<file path="config.mk">
export PLATFORM = sky130hd
export DESIGN_NAME = tcc_top
export DESIGN_NICKNAME = d
export VERILOG_FILES = /design/src/rtl/tcc_pkg.sv /design/src/rtl/tcc_counter.sv /design/src/rtl/tcc_capsync.sv /design/src/rtl/tcc_cmpout.sv /design/src/rtl/tcc_regs.sv /design/src/rtl/tcc_top.sv
export SDC_FILE = /design/constraint.sdc
export NUM_CORES = 1
export LEC_CHECK = 0
export ABC_AREA = 1
export BUFFER_PORTS_ARGS = -buffer_cell sky130_fd_sc_hd__buf_2
export CELL_PAD_IN_SITES_DETAIL_PLACEMENT = 0
export CELL_PAD_IN_SITES_GLOBAL_PLACEMENT = 1
export CORE_ASPECT_RATIO = 0.7
export CORE_MARGIN = 5
export CORE_UTILIZATION = 40
export DETAILED_ROUTE_END_ITERATION = 6
export GPL_TIMING_DRIVEN = 0
export PLACE_DENSITY = 0.81
export SYNTH_ARGS = -nofsm -noshare
export SYNTH_HDL_FRONTEND = slang
export SYNTH_HIERARCHICAL = 1
export SYNTH_SLANG_ARGS = --single-unit
</file>
<file path="constraint.sdc">
create_clock -name clk -period 2.26 [get_ports clk]
set_input_delay 0.113 -clock clk [delete_from_list [all_inputs] [get_ports clk]]
set_output_delay 0.113 -clock clk [all_outputs]
set_load 0.1 [all_outputs]
</file>
<file path="src/rtl/tcc_pkg.sv">
// Shared types and constants for the timer compare/capture channel.
// Assumes a 16-bit counter reached as two byte registers.
package tcc_pkg;
    localparam int unsigned CNT_W  = 16;
    localparam int unsigned BYTE_W = 8;
    localparam int unsigned ADDR_W = 3;

    typedef enum logic [2:0] {
        ACT_SET      = 3'd0,
        ACT_CLR      = 3'd1,
        ACT_TGL      = 3'd2,
        ACT_SET_ZCLR = 3'd3,
        ACT_CLR_ZSET = 3'd4
    } act_e;

    localparam logic [ADDR_W-1:0] A_TERM_LO = 3'd0;
    localparam logic [ADDR_W-1:0] A_TERM_HI = 3'd1;
    localparam logic [ADDR_W-1:0] A_CMP_LO  = 3'd2;
    localparam logic [ADDR_W-1:0] A_CMP_HI  = 3'd3;
    localparam logic [ADDR_W-1:0] A_CTRL    = 3'd4;
    localparam logic [ADDR_W-1:0] A_STAT    = 3'd5;
    localparam logic [ADDR_W-1:0] A_CNT_LO  = 3'd6;
    localparam logic [ADDR_W-1:0] A_CNT_HI  = 3'd7;
endpackage

</file>
<file path="src/rtl/tcc_counter.sv">
// Up-counter that wraps to zero at or above the terminal value.
// Assumes the terminal value may change at any time; a count already past
// it wraps on the next enabled clock.
module tcc_counter
    import tcc_pkg::*;
(
    input  logic             clk,
    input  logic             rst_n,
    input  logic             run,
    input  logic [CNT_W-1:0] term,
    output logic [CNT_W-1:0] cnt,
    output logic             wrap
);
    assign wrap = run && (cnt >= term);

    // Advance or wrap the count while enabled.
    always_ff @(posedge clk) begin
        if (!rst_n)
            cnt <= '0;
        else if (wrap)
            cnt <= '0;
        else if (run)
            cnt <= cnt + 1'b1;
    end

    assert_wrap_R2: assert property (@(posedge clk) disable iff (!rst_n)
        (run && cnt >= term) |=> (cnt == '0));
    assert_step_R2: assert property (@(posedge clk) disable iff (!rst_n)
        (run && cnt < term) |=> (cnt == $past(cnt) + 1'b1));
    assert_hold_R2: assert property (@(posedge clk) disable iff (!rst_n)
        !run |=> $stable(cnt));
endmodule

</file>
<file path="src/rtl/tcc_capsync.sv">
// Synchronises the asynchronous capture input and detects its rising edge.
// Assumes SYNC_STAGES >= 2; the edge pulse lasts one clock.
module tcc_capsync #(
    parameter int unsigned SYNC_STAGES = 2
) (
    input  logic clk,
    input  logic rst_n,
    input  logic cap_in,
    output logic rise
);
    logic [SYNC_STAGES-1:0] sync_q;
    logic                   prev_q;

    // First stage samples the raw input.
    always_ff @(posedge clk) begin
        if (!rst_n) sync_q[0] <= 1'b0;
        else        sync_q[0] <= cap_in;
    end

    for (genvar i = 1; i < SYNC_STAGES; i++) begin : g_sync
        // Later stages shift the sample along the chain.
        always_ff @(posedge clk) begin
            if (!rst_n) sync_q[i] <= 1'b0;
            else        sync_q[i] <= sync_q[i-1];
        end
    end

    // Remember the last synchronised level for edge detection.
    always_ff @(posedge clk) begin
        if (!rst_n) prev_q <= 1'b0;
        else        prev_q <= sync_q[SYNC_STAGES-1];
    end

    assign rise = sync_q[SYNC_STAGES-1] && !prev_q;

    assert_single_pulse_R7: assert property (@(posedge clk) disable iff (!rst_n)
        rise |=> !rise);
endmodule

</file>
<file path="src/rtl/tcc_cmpout.sv">
// Compare logic and output pin register.
// Assumes a match has priority over the zero event when both occur together.
module tcc_cmpout
    import tcc_pkg::*;
(
    input  logic             clk,
    input  logic             rst_n,
    input  logic             run,
    input  logic             mode,
    input  logic [2:0]       act,
    input  logic [CNT_W-1:0] cnt,
    input  logic [CNT_W-1:0] cmp,
    output logic             out_pin,
    output logic             match_evt
);
    logic zero_evt;
    logic out_nxt;

    assign match_evt = run && mode && (cnt == cmp);
    assign zero_evt  = run && mode && (cnt == '0);

    // Choose the next pin level from the action code.
    always_comb begin
        out_nxt = out_pin;
        if (match_evt) begin
            case (act)
                ACT_SET, ACT_SET_ZCLR: out_nxt = 1'b1;
                ACT_CLR, ACT_CLR_ZSET: out_nxt = 1'b0;
                ACT_TGL:               out_nxt = !out_pin;
                default:               out_nxt = out_pin;
            endcase
        end else if (zero_evt) begin
            case (act)
                ACT_SET_ZCLR: out_nxt = 1'b0;
                ACT_CLR_ZSET: out_nxt = 1'b1;
                default:      out_nxt = out_pin;
            endcase
        end
    end

    // Register the pin.
    always_ff @(posedge clk) begin
        if (!rst_n) out_pin <= 1'b0;
        else        out_pin <= out_nxt;
    end

    assert_set_R4: assert property (@(posedge clk) disable iff (!rst_n)
        (run && mode && cnt == cmp && act == 3'd0) |=> out_pin);
    assert_tgl_R4: assert property (@(posedge clk) disable iff (!rst_n)
        (run && mode && cnt == cmp && act == 3'd2) |=> (out_pin != $past(out_pin)));
    assert_zero_clr_R5: assert property (@(posedge clk) disable iff (!rst_n)
        (run && mode && cnt == '0 && cmp != '0 && act == 3'd3) |=> !out_pin);
    assert_hold_R6: assert property (@(posedge clk) disable iff (!rst_n)
        (act >= 3'd5) |=> $stable(out_pin));
    assert_idle_R10: assert property (@(posedge clk) disable iff (!rst_n)
        (!run || !mode) |=> $stable(out_pin));
endmodule

</file>
<file path="src/rtl/tcc_regs.sv">
// Byte-wide register file: terminal value, staged compare value, control,
// and the two sticky flags. Assumes CNT_W is two bytes wide.
module tcc_regs
    import tcc_pkg::*;
(
    input  logic              clk,
    input  logic              rst_n,
    input  logic              wr_en,
    input  logic [ADDR_W-1:0] wr_addr,
    input  logic [BYTE_W-1:0] wr_data,
    input  logic [ADDR_W-1:0] rd_addr,
    output logic [BYTE_W-1:0] rd_data,
    input  logic [CNT_W-1:0]  cnt,
    input  logic              cap_load,
    input  logic              chan_set,
    input  logic              ovf_set,
    output logic [CNT_W-1:0]  term,
    output logic [CNT_W-1:0]  cmp,
    output logic              mode,
    output logic [2:0]        act,
    output logic              mask,
    output logic              run,
    output logic              chan_flag,
    output logic              ovf_flag
);
    logic [BYTE_W-1:0] stage_lo;
    logic              wr_stat;

    assign wr_stat = wr_en && (wr_addr == A_STAT);

    // Terminal value bytes take effect immediately.
    always_ff @(posedge clk) begin
        if (!rst_n) term <= '1;
        else if (wr_en && wr_addr == A_TERM_LO) term[BYTE_W-1:0] <= wr_data;
        else if (wr_en && wr_addr == A_TERM_HI) term[CNT_W-1:BYTE_W] <= wr_data;
    end

    // Hold the low compare byte until the high byte arrives.
    always_ff @(posedge clk) begin
        if (!rst_n) stage_lo <= '0;
        else if (wr_en && wr_addr == A_CMP_LO) stage_lo <= wr_data;
    end

    // Compare value: captured count or a committed byte pair.
    always_ff @(posedge clk) begin
        if (!rst_n) cmp <= '0;
        else if (cap_load) cmp <= cnt;
        else if (wr_en && wr_addr == A_CMP_HI) cmp <= {wr_data, stage_lo};
    end

    // Control byte fields.
    always_ff @(posedge clk) begin
        if (!rst_n) begin
            mode <= 1'b0;
            act  <= 3'd0;
            mask <= 1'b1;
            run  <= 1'b0;
        end else if (wr_en && wr_addr == A_CTRL) begin
            mode <= wr_data[0];
            act  <= wr_data[3:1];
            mask <= wr_data[4];
            run  <= wr_data[5];
        end
    end

    // Sticky flags: hardware set beats a software clear.
    always_ff @(posedge clk) begin
        if (!rst_n) begin
            chan_flag <= 1'b0;
            ovf_flag  <= 1'b0;
        end else begin
            if (chan_set)                  chan_flag <= 1'b1;
            else if (wr_stat && !wr_data[0]) chan_flag <= 1'b0;
            if (ovf_set)                   ovf_flag <= 1'b1;
            else if (wr_stat && !wr_data[1]) ovf_flag <= 1'b0;
        end
    end

    // Combinational readback.
    always_comb begin
        case (rd_addr)
            A_TERM_LO: rd_data = term[BYTE_W-1:0];
            A_TERM_HI: rd_data = term[CNT_W-1:BYTE_W];
            A_CMP_LO:  rd_data = cmp[BYTE_W-1:0];
            A_CMP_HI:  rd_data = cmp[CNT_W-1:BYTE_W];
            A_CTRL:    rd_data = {2'b00, run, mask, act, mode};
            A_STAT:    rd_data = {6'b0, ovf_flag, chan_flag};
            A_CNT_LO:  rd_data = cnt[BYTE_W-1:0];
            default:   rd_data = cnt[CNT_W-1:BYTE_W];
        endcase
    end

    assert_stage_R3: assert property (@(posedge clk) disable iff (!rst_n)
        (wr_en && wr_addr == A_CMP_LO && !cap_load) |=> $stable(cmp));
    assert_sticky_R9: assert property (@(posedge clk) disable iff (!rst_n)
        (chan_flag && !(wr_stat && !wr_data[0])) |=> chan_flag);
    assert_ovf_set_R2: assert property (@(posedge clk) disable iff (!rst_n)
        ovf_set |=> ovf_flag);
    assert_cap_R7: assert property (@(posedge clk) disable iff (!rst_n)
        cap_load |=> (cmp == $past(cnt) && chan_flag));
endmodule

</file>
<file path="src/rtl/tcc_top.sv">
// Timer compare/capture channel top: wires counter, synchroniser,
// compare logic and register file. Assumes cap_in is asynchronous.
module tcc_top
    import tcc_pkg::*;
#(
    parameter int unsigned SYNC_STAGES = 2
) (
    input  logic              clk,
    input  logic              rst_n,
    input  logic              wr_en,
    input  logic [ADDR_W-1:0] wr_addr,
    input  logic [BYTE_W-1:0] wr_data,
    input  logic [ADDR_W-1:0] rd_addr,
    output logic [BYTE_W-1:0] rd_data,
    input  logic              cap_in,
    output logic              out_pin,
    output logic              chan_flag,
    output logic              ovf_flag,
    output logic              chan_irq
);
    logic [CNT_W-1:0] cnt, term, cmp;
    logic             wrap, rise, cap_load, match_evt;
    logic             mode, mask, run;
    logic [2:0]       act;

    assign cap_load = rise && !mode;

    tcc_counter u_cnt (
        .clk(clk), .rst_n(rst_n), .run(run), .term(term), .cnt(cnt), .wrap(wrap)
    );

    tcc_capsync #(.SYNC_STAGES(SYNC_STAGES)) u_sync (
        .clk(clk), .rst_n(rst_n), .cap_in(cap_in), .rise(rise)
    );

    tcc_cmpout u_cmp (
        .clk(clk), .rst_n(rst_n), .run(run), .mode(mode), .act(act),
        .cnt(cnt), .cmp(cmp), .out_pin(out_pin), .match_evt(match_evt)
    );

    tcc_regs u_regs (
        .clk(clk), .rst_n(rst_n), .wr_en(wr_en), .wr_addr(wr_addr),
        .wr_data(wr_data), .rd_addr(rd_addr), .rd_data(rd_data), .cnt(cnt),
        .cap_load(cap_load), .chan_set(match_evt || cap_load), .ovf_set(wrap),
        .term(term), .cmp(cmp), .mode(mode), .act(act), .mask(mask), .run(run),
        .chan_flag(chan_flag), .ovf_flag(ovf_flag)
    );

    assign chan_irq = chan_flag && mask;

    assert_irq_R8: assert property (@(posedge clk) disable iff (!rst_n)
        (match_evt && mask) |=> chan_irq);
endmodule

</file>
==> parameters.txt, run 1 <==
Parameter                              Value

Synth
  Netlist cell types ... 34
  Yosys warns ... 6
  Syn Nets ... 783
  Cell count after synthesis ... 748
  Number of register bits inferred by synthesis ... 68
  Mean instance size in the synthesized netlist ... 6.289 um^2
  Sequential fraction of the synthesis area ... 28.94%
  Synthesized cell area ... 0.004705 mm^2

Setup path
  Family with the most delay on the worst path ... flip-flops
  Biggest fanout along the worst timing path ... 10
  Cell-by-cell listing of the critical path ... ha_1 > a21oi_1 > o21ai_0 > a21oi_1 > nand2_1 > nand2_1 > nand2_2 > buf_2 > nor2_1
  Type of the worst setup path ... flip-flop to flip-flop
  CP required ... 2.52 ns
  Standard cell with the maximum stage delay on the critical path ... sky130_fd_sc_hd__dfxtp_1
  Crit path arrival time ... 2.35 ns
  WP buf/inv ... 1
  Nature of the critical path startpoint ... flip-flop
  CP endpoint kind ... flip-flop
  Critical path's largest stage delay ... 0.64 ns

Route
  Vias ... 4,974
  Met3 layer wire length in the routed design ... 1779 um
  Routed vias/inst ... 5.230
  Topmost layer with routed signal wires ... met4
  Total DRC errors in the routed layout ... 0
  Detailed Route Iter0 Violations ... 552
  Detailed-route wire length per cell ... 17.05 um
  Total Wirelength ... 16,210 um
  Met2 wire len ... 6837 um
  Drt pass-1 iters ... 6
  Remaining number of nets flagged by the antenna check after routing ... 0
  Routed metal-1 wirelength ... 7236 um

Global route
  Pin count of the biggest net entering global routing ... 12
  Vias in the first global route ... 4,676
  First-pass GRT wire length ... 25,480 um
  All-Layer GR Usage ... 23.61%
  Initial antenna violation count ... 0
  Residual overflow from global routing ... 0

Place
  Port Buffers ... 29
  Final weighted congestion in routability-driven placement ... 0.9369
  Sum of net half-perimeters after detailed placement ... 12,300 um
  Placed cell count ... 934

Layout
  Ant. Diodes ... 0
  Growth of design area from synthesis to finish ... 14.20%
  Final standard cell count with taps included and fillers excluded ... 951
  Filler Cell Count ... 1,227
  Share of layout cells above drive strength 1 ... 15.74%
  NumNets Final ... 824

Clocking
  Clock tree buffer depth ... 2
  CTS root buf ... sky130_fd_sc_hd__clkbuf_16
  Post-CTS setup buffer count ... 0
  Sink count of the clock tree ... 68
  Clock transition at path regs ... 0.06 ns
  Clock buffer count from CTS ... 9
  Clock tree from TritonCTS ... yes
  Clock insertion delay at the later pin of the skew report ... 0.34 ns
  Count of H-tree levels built during CTS ... 3

Power and ir drop
  Cell Pwr Density ... 614.6 mW/mm^2
  Maximum vdd ir drop ... 0.3492 mV
  Static Leakage ... 2.818 nW

Timing
  Summed negative setup slack over all endpoints ... 0 ns
  Setup-failing EPs final ... 0
  Worst clock skew on the final layout ... 0.007515 ns
  Fin. Hold Viols ... 0
  Worst max-slew margin expressed relative to the limit ... 54.84%
  Final-layout worst hold slack ... 0.01962 ns
  Transition at the pin with the smallest max-transition slack ... 0.6775 ns
  RSZ-0062 raised after global routing ... false
  Final clock period utilization by the worst path ... 92.26%
  Slew Viols, Final ... 0
  Final critical delay including setup and external delays ... 2.085 ns
  Max Clk Rate ... 479.6 MHz

Outcome
  Run status ... finished, final reports clean

Floorplan
  Cell Rows ... 33
  Die Ht ... 100.7 um
  Placeable core area ... 0.01160 mm^2
  Number of primary I/O pins ... 30
  Die Outline Area ... 0.01406 mm^2
  Chip Width ... 139.6 um
  Initial core utilization ... 40.55%

Run
  Maximum capacitance violations ... 0

Worst hold path
  Kind of path behind the tightest hold check ... input port to flip-flop
==> what timing repair did <==
action / CTS / global route
hold buffers: 1 / 0
setup endpoints to repair: 0 / 12
resized for setup: 0 / 9
hold endpoints to repair: 1 / 0
==> synth_stat cells <==
| library cell | number | area share, % |
|---|---|---|
| sky130_fd_sc_hd__nand2_1 | 183 | 15 |
| sky130_fd_sc_hd__inv_1 | 111 | 8.9 |
| sky130_fd_sc_hd__nor2_1 | 108 | 8.6 |
| sky130_fd_sc_hd__dfxtp_1 | 68 | 29 |
| sky130_fd_sc_hd__nand3_1 | 47 | 5.0 |
| sky130_fd_sc_hd__nand4_1 | 36 | 4.8 |
| sky130_fd_sc_hd__a21oi_1 | 30 | 3.2 |
| sky130_fd_sc_hd__o21ai_0 | 29 | 3.1 |
| sky130_fd_sc_hd__ha_1 | 17 | 4.5 |
| sky130_fd_sc_hd__buf_2 | 13 | 1.4 |
| sky130_fd_sc_hd__inv_2 | 13 | 1.0 |
| sky130_fd_sc_hd__o211ai_1 | 12 | 1.9 |
| sky130_fd_sc_hd__nand2_2 | 10 | 1.3 |
| sky130_fd_sc_hd__nor2_2 | 9 | 1.2 |
| sky130_fd_sc_hd__xor2_1 | 8 | 1.5 |
| sky130_fd_sc_hd__xnor2_1 | 7 | 1.3 |
| sky130_fd_sc_hd__o211ai_2 | 6 | 1.6 |
| sky130_fd_sc_hd__buf_6 | 5 | 1.2 |
| sky130_fd_sc_hd__clkbuf_1 | 5 | 0.40 |
| sky130_fd_sc_hd__nor3_1 | 5 | 0.53 |
| sky130_fd_sc_hd__buf_4 | 4 | 0.64 |
| sky130_fd_sc_hd__nor2_4 | 4 | 0.96 |
| sky130_fd_sc_hd__o21ai_1 | 4 | 0.43 |
| sky130_fd_sc_hd__nand3_2 | 3 | 0.64 |
| sky130_fd_sc_hd__nand4_2 | 2 | 0.53 |
| sky130_fd_sc_hd__clkinv_1 | 1 | 0.080 |
| sky130_fd_sc_hd__mux2i_1 | 1 | 0.21 |
| sky130_fd_sc_hd__nand3_4 | 1 | 0.37 |
| sky130_fd_sc_hd__nand3b_1 | 1 | 0.16 |
| sky130_fd_sc_hd__nor3_4 | 1 | 0.35 |
| sky130_fd_sc_hd__nor4_1 | 1 | 0.13 |
| sky130_fd_sc_hd__o21a_1 | 1 | 0.16 |
| sky130_fd_sc_hd__o21ai_2 | 1 | 0.19 |
| sky130_fd_sc_hd__or2_4 | 1 | 0.19 |
==> logic make-up after synthesis <==
family / Yosys count / synth area share [%]
adder cells (fa/ha/maj): 17 / 4.521
XOR/XNOR: 15 / 2.793
multiplexers: 1 / 0.2128
AO/OA/AOI/OAI: 83 / 10.56
flip-flops: 68 / 28.94
AND/OR/NAND/NOR: 412 / 39.39
buffers and inverters: 152 / 13.59
==> layer usage <==
metal	up-vias	global-route usage [%]
met5	-	0
met4	0	7.223
met3	35	5.974
met2	236	35.63
met1	2251	33.28
li1	2452	-
==> worst paths after layout <==
path	from	end	slack, ns	cells past startpoint
max	u_cnt/cnt[9]	u_cnt/cnt[3]	0.17	9
min	wr_data[4]	u_regs/mask	0.02	3
max reg2reg	u_cnt/cnt[9]	u_cnt/cnt[3]	0.17	9
min reg2reg	u_sync/sync_q[0]	u_sync/sync_q[1]	0.41	2
==> power breakdown <==
group	internal [W]	switching, W	total (W)
Combinational	0.000152	0.000394	0.000547
Clock	0.000911	0.000541	0.00145
Sequential	0.00124	0.0000611	0.00130
Total	0.00231	0.000997	0.00330
==> stage by stage <==
step	instance area, um^2	total power, W	setup WS [ns]	util [%]
floorplan	4705	0.001711	0.1449	-
global placement	5046	0.001855	0.08732	43.49
detailed placement	5046	0.001865	0.05344	43.49
CTS	5360	0.003311	0.04701	46.20
global route	5373	0.003432	0.02318	46.31
finish	5373	0.003302	0.1749	46.31
==> state kept, by name (all words and copies together) (netlist names) <==
name,count
u_regs/cmp,16
u_cnt/cnt,16
u_regs/run,1
u_regs/act,3
u_regs/mode,1
u_regs/term,16
u_sync/sync_q,2
u_regs/stage_lo,8
u_cmp/out_pin,1
u_regs/mask,1
u_sync/prev_q,1
u_regs/ovf_flag,1
u_regs/chan_flag,1
==> cell usage in the layout (no fill, tap or decap), drive strengths merged <==
| cell type | netlist | layout |
|---|---|---|
| o21a | 1 | 1 |
| nand3 | 51 | 51 |
| o211ai | 18 | 18 |
| a21oi | 30 | 30 |
| clkinvlp | 0 | 1 |
| nand3b | 1 | 1 |
| buf | 22 | 51 |
| nor3 | 6 | 6 |
| nand2 | 193 | 193 |
| clkbuf | 5 | 17 |
| nor4 | 1 | 1 |
| inv | 124 | 124 |
| clkinv | 1 | 3 |
| mux2i | 1 | 1 |
| ha | 17 | 17 |
| dlygate4sd3 | 0 | 1 |
| xnor2 | 7 | 7 |
| dfxtp | 68 | 68 |
| nor2 | 121 | 121 |
| nand4 | 38 | 38 |
| o21ai | 34 | 34 |
| bufinv | 0 | 1 |
| xor2 | 8 | 8 |
| or2 | 1 | 1 |
==> worst reg2reg max path, cell delays in order (launching register included) <==
cell and delay (ns):
sky130_fd_sc_hd__dfxtp_1 0.64, sky130_fd_sc_hd__ha_1 0.34, sky130_fd_sc_hd__a21oi_1 0.12, sky130_fd_sc_hd__o21ai_0 0.09, sky130_fd_sc_hd__a21oi_1 0.13, sky130_fd_sc_hd__nand2_1 0.06
sky130_fd_sc_hd__nand2_1 0.15, sky130_fd_sc_hd__nand2_2 0.15, sky130_fd_sc_hd__buf_2 0.22, sky130_fd_sc_hd__nor2_1 0.11
==> final cells by class <==
class | instances | area, um^2 | area share [%]
timing repair buffer | 30 | 155.1 | 2.888
inverter | 125 | 469.2 | 8.733
clock inverter | 4 | 47.55 | 0.8850
multi-input combinational | 528 | 2704 | 50.33
buffer | 27 | 170.2 | 3.167
clock buffer | 12 | 256.5 | 4.774
sequential | 68 | 1374 | 25.57
tap | 157 | 196.4 | 3.656
Note: power is estimated with default switching activity, not from simulation.
==> inputs of run 2 (changes only) <==
--- a/config.mk
+++ b/config.mk
@@ -12,6 +12,7 @@
 export CORE_ASPECT_RATIO = 0.7
 export CORE_MARGIN = 5
 export CORE_UTILIZATION = 40
+export CTS_BUF_LIST = sky130_fd_sc_hd__clkbuf_4
 export DETAILED_ROUTE_END_ITERATION = 6
 export GPL_TIMING_DRIVEN = 0
 export PLACE_DENSITY = 0.81
==> run 2 against run 1 <==
Net effect:
- critical path depth unchanged
- setup slack lost 0.0086 ns
- critical path type unchanged
- largest cell class unchanged
- wire length grew 0.44%
- clock power shrank 45%
==> parameters.txt, run 2 (synthesis gave the netlist of run 1 again) <==
Parameter                              Value

Outcome
  Run status ... finished, final reports clean

Timing
  Final-layout worst hold slack ... 0.09717 ns (+0.07755 ns)
  Transition at the pin with the smallest max-transition slack ... 0.6902 ns (+0.01278 ns)
  Final critical delay including setup and external delays ... 2.094 ns (+0.008571 ns)
  Fin. Hold Viols ... 0 (unchanged)
  Final clock period utilization by the worst path ... 92.64% (+0.38 points)
  Setup-failing EPs final ... 0 (unchanged)
  Max Clk Rate ... 477.6 MHz (-0.41%)
  RSZ-0062 raised after global routing ... false
  Smallest setup slack after layout ... 0.1663 ns (-0.008571 ns)
  Summed negative setup slack over all endpoints ... 0 ns (unchanged)
  Worst clock skew on the final layout ... 0.02226 ns (+0.01474 ns)
  Worst max-slew margin expressed relative to the limit ... 53.98% (-0.85 points)
  Slew Viols, Final ... 0 (unchanged)

Setup path
  Critical path's largest stage delay ... 0.66 ns (+0.02 ns)
  Nature of the critical path startpoint ... flip-flop
  Standard cell with the maximum stage delay on the critical path ... sky130_fd_sc_hd__dfxtp_1
  Setup crit end ... u_cnt/cnt[3]
  Launching point of the worst reg2reg path ... u_cnt/cnt[9]
  Worst setup path startpoint ... u_cnt/cnt[9]
  CP required ... 2.63 ns (+0.11 ns)
  Cell-by-cell listing of the critical path ... ha_1 > a21oi_1 > o21ai_0 > a21oi_1 > nand2_1 > nand2_1 > nand2_2 > buf_2 > nor2_1
  Stages on worst setup path ... 9 (unchanged)
  Type of the worst setup path ... flip-flop to flip-flop
  CP endpoint kind ... flip-flop
  Family with the most delay on the worst path ... flip-flops
  Setup slack, reg-to-reg ... 0.17 ns (about the same)
  Biggest fanout along the worst timing path ... 10 (unchanged)
  WP buf/inv ... 1 (unchanged)
  Crit path arrival time ... 2.46 ns (+0.11 ns)
  R2r endpoint ... u_cnt/cnt[3]
  Number of cells traversed by the worst register-to-register path ... 9 (unchanged)

Global route
  Initial antenna violation count ... 0 (unchanged)
  All-Layer GR Usage ... 23.58% (-0.030 points)
  Residual overflow from global routing ... 0 (unchanged)
  First-pass GRT wire length ... 25,520 um (+0.14%)
  Pin count of the biggest net entering global routing ... 12 (unchanged)
  Vias in the first global route ... 4,690 (+0.30%)

Layout
  Sequential cell area ... 0.001374 mm^2 (unchanged)
  NumNets Final ... 834 (+1.2%)
  Most common cell after layout, fill and taps aside ... sky130_fd_sc_hd__nand2_1
  Growth of design area from synthesis to finish ... 12.63%
  Largest registers ... u_cnt/cnt (16), u_regs/cmp (16), u_regs/term (16)
  Leading cell types in the layout, fill and taps excluded ... sky130_fd_sc_hd__nand2_1 (183), sky130_fd_sc_hd__inv_1 (111), sky130_fd_sc_hd__nor2_1 (108)
  Area used by multi-input combinational logic ... 0.002704 mm^2 (unchanged)
  Ant. Diodes ... 0 (unchanged)
  Post-route core utilization ... 45.67% (-0.64 points)
  Filler Cell Count ... 1,243 (+1.3%)
  Share of layout cells above drive strength 1 ... 15.42% (-0.32 points)

Floorplan
  Initial core utilization ... 40.55% (unchanged)
  Die Outline Area ... 0.01406 mm^2 (unchanged)
  Die Ht ... 100.7 um (unchanged)
  Number of primary I/O pins ... 30 (unchanged)
  Cell Rows ... 33 (unchanged)
  Chip Width ... 139.6 um (unchanged)
  Placeable core area ... 0.01160 mm^2 (unchanged)

Power and ir drop
  Share of total power consumed by net switching ... 34.44% (+4.2 points)
  Static Leakage ... 2.781 nW (-1.3%)
  Combinational fraction of design power ... 21.1% (+4.5 points)
  Cell Pwr Density ... 501.6 mW/mm^2 (-18%)
  Switching power total ... 0.0009154 W (-8.2%)
  Sequential power share ... 49.0% (+9.5 points)
  Total internal power ... 0.001743 W (-24%)
  Maximum vdd ir drop ... 0.2587 mV (-26%)
  Clk network pwr share ... 30.0% (-14 points)

Clocking
  Clock tree from TritonCTS ... yes
  Count of H-tree levels built during CTS ... 3 (unchanged)
  Clock transition at path regs ... 0.13 ns (+0.07 ns)
  CTS root buf ... sky130_fd_sc_hd__clkbuf_4
  Clock tree buffer depth ... 2 (unchanged)
  Clock insertion delay at the later pin of the skew report ... 0.44 ns (+0.10 ns)
  Sink count of the clock tree ... 68 (unchanged)
  Post-CTS setup buffer count ... 0 (unchanged)
  Clock buffer count from CTS ... 9 (unchanged)

Route
  Drt pass-1 iters ... 5 (-1)
  Total Wirelength ... 16,280 um (+0.44%)
  Vias ... 5,014 (+0.80%)
  Detailed Route Iter0 Violations ... 517 (-6.3%)
  Detailed-route wire length per cell ... 16.94 um (-0.61%)
  Total DRC errors in the routed layout ... 0 (unchanged)
  Routed vias/inst ... 5.217 (-0.24%)
  Remaining number of nets flagged by the antenna check after routing ... 0 (unchanged)

Worst hold path
  Kind of path behind the tightest hold check ... input port to flip-flop

Place
  Final weighted congestion in routability-driven placement ... 0.9369 (unchanged)
  Setup slack at placement ... 0.05344 ns (unchanged)
  Port Buffers ... 29 (unchanged)
  Sum of net half-perimeters after detailed placement ... 12,300 um (unchanged)

Run
  Maximum capacitance violations ... 0 (unchanged)
## run 2: changes by cell type in the layout (fill, tap and decap cells not counted)
cell                            previous run  this run
sky130_fd_sc_hd__clkbuf_4                  0        10
sky130_fd_sc_hd__dlygate4sd3_1             1        11
sky130_fd_sc_hd__clkbuf_16                 9         0
sky130_fd_sc_hd__clkbuf_8                  2         0
sky130_fd_sc_hd__clkinv_1                  1         3
sky130_fd_sc_hd__clkbuf_1                  6         5
## run 2: routing by layer
layer	part of all wire, %	GRT usage [%]	vias to the layer above
li1	-	-	2472
met1	46	33.59	2302
met2	42	35.86	210
met3	9.3	4.836	30
met4	2.3	7.520	0
met5	0	0	-
## run 2: worst min-delay path by stage
stage                     startpoint                to  slack, ns  cells after the start
after floorplan                rst_n  u_sync/sync_q[0]       0.21                      2
after global placement        cap_in  u_sync/sync_q[0]       0.30                      3
after detailed placement      cap_in  u_sync/sync_q[0]       0.30                      3
after CTS                 wr_addr[0]     u_regs/cmp[7]       0.08                      5
after global routing      wr_addr[1]  u_regs/chan_flag       0.13                      5
final                     wr_addr[0]     u_regs/cmp[7]        0.1                      5
## run 2: what timing repair did
action	4_1_cts	5_1_grt
hold buffers	11	0
endpoints found under the setup margin	0	12
endpoints found under the hold margin	13	0
gates resized for setup	0	9
## run 2: through the flow
stage               std cells  power [W]  cell area, um^2
floorplan                 748   0.001711             4705
global placement          934   0.001855             5046
detailed placement        934   0.001865             5046
CTS                       961   0.002675             5286
global route              961   0.002786             5299
finish                    961   0.002658             5299
## run 2: power groups by stage
| stage | logic, W | registers [W] | clock network (W) |
|---|---|---|---|
| after floorplan | 0.000405 | 0.00131 | 0 |
| after global placement | 0.000527 | 0.00133 | 0 |
| after detailed placement | 0.000536 | 0.00133 | 0 |
| after CTS | 0.000552 | 0.00130 | 0.000821 |
| after global routing | 0.000613 | 0.00131 | 0.000866 |
| final | 0.000560 | 0.00130 | 0.000796 |
## run 2: worst register-to-register path, stage by stage, from the launching register on
cell and delay [ns]:
sky130_fd_sc_hd__dfxtp_1 0.66, sky130_fd_sc_hd__ha_1 0.34, sky130_fd_sc_hd__a21oi_1 0.12, sky130_fd_sc_hd__o21ai_0 0.08, sky130_fd_sc_hd__a21oi_1 0.13, sky130_fd_sc_hd__nand2_1 0.06, sky130_fd_sc_hd__nand2_1 0.15, sky130_fd_sc_hd__nand2_2 0.16
sky130_fd_sc_hd__buf_2 0.22, sky130_fd_sc_hd__nor2_1 0.11
## run 2: area by class of cell
type	count	area share (%)
inverter	125	8.855
tap	157	3.707
buffer	27	3.211
clock inverter	6	1.039
sequential	68	25.93
timing repair buffer	40	4.817
clock buffer	10	1.417
multi-input combinational	528	51.03
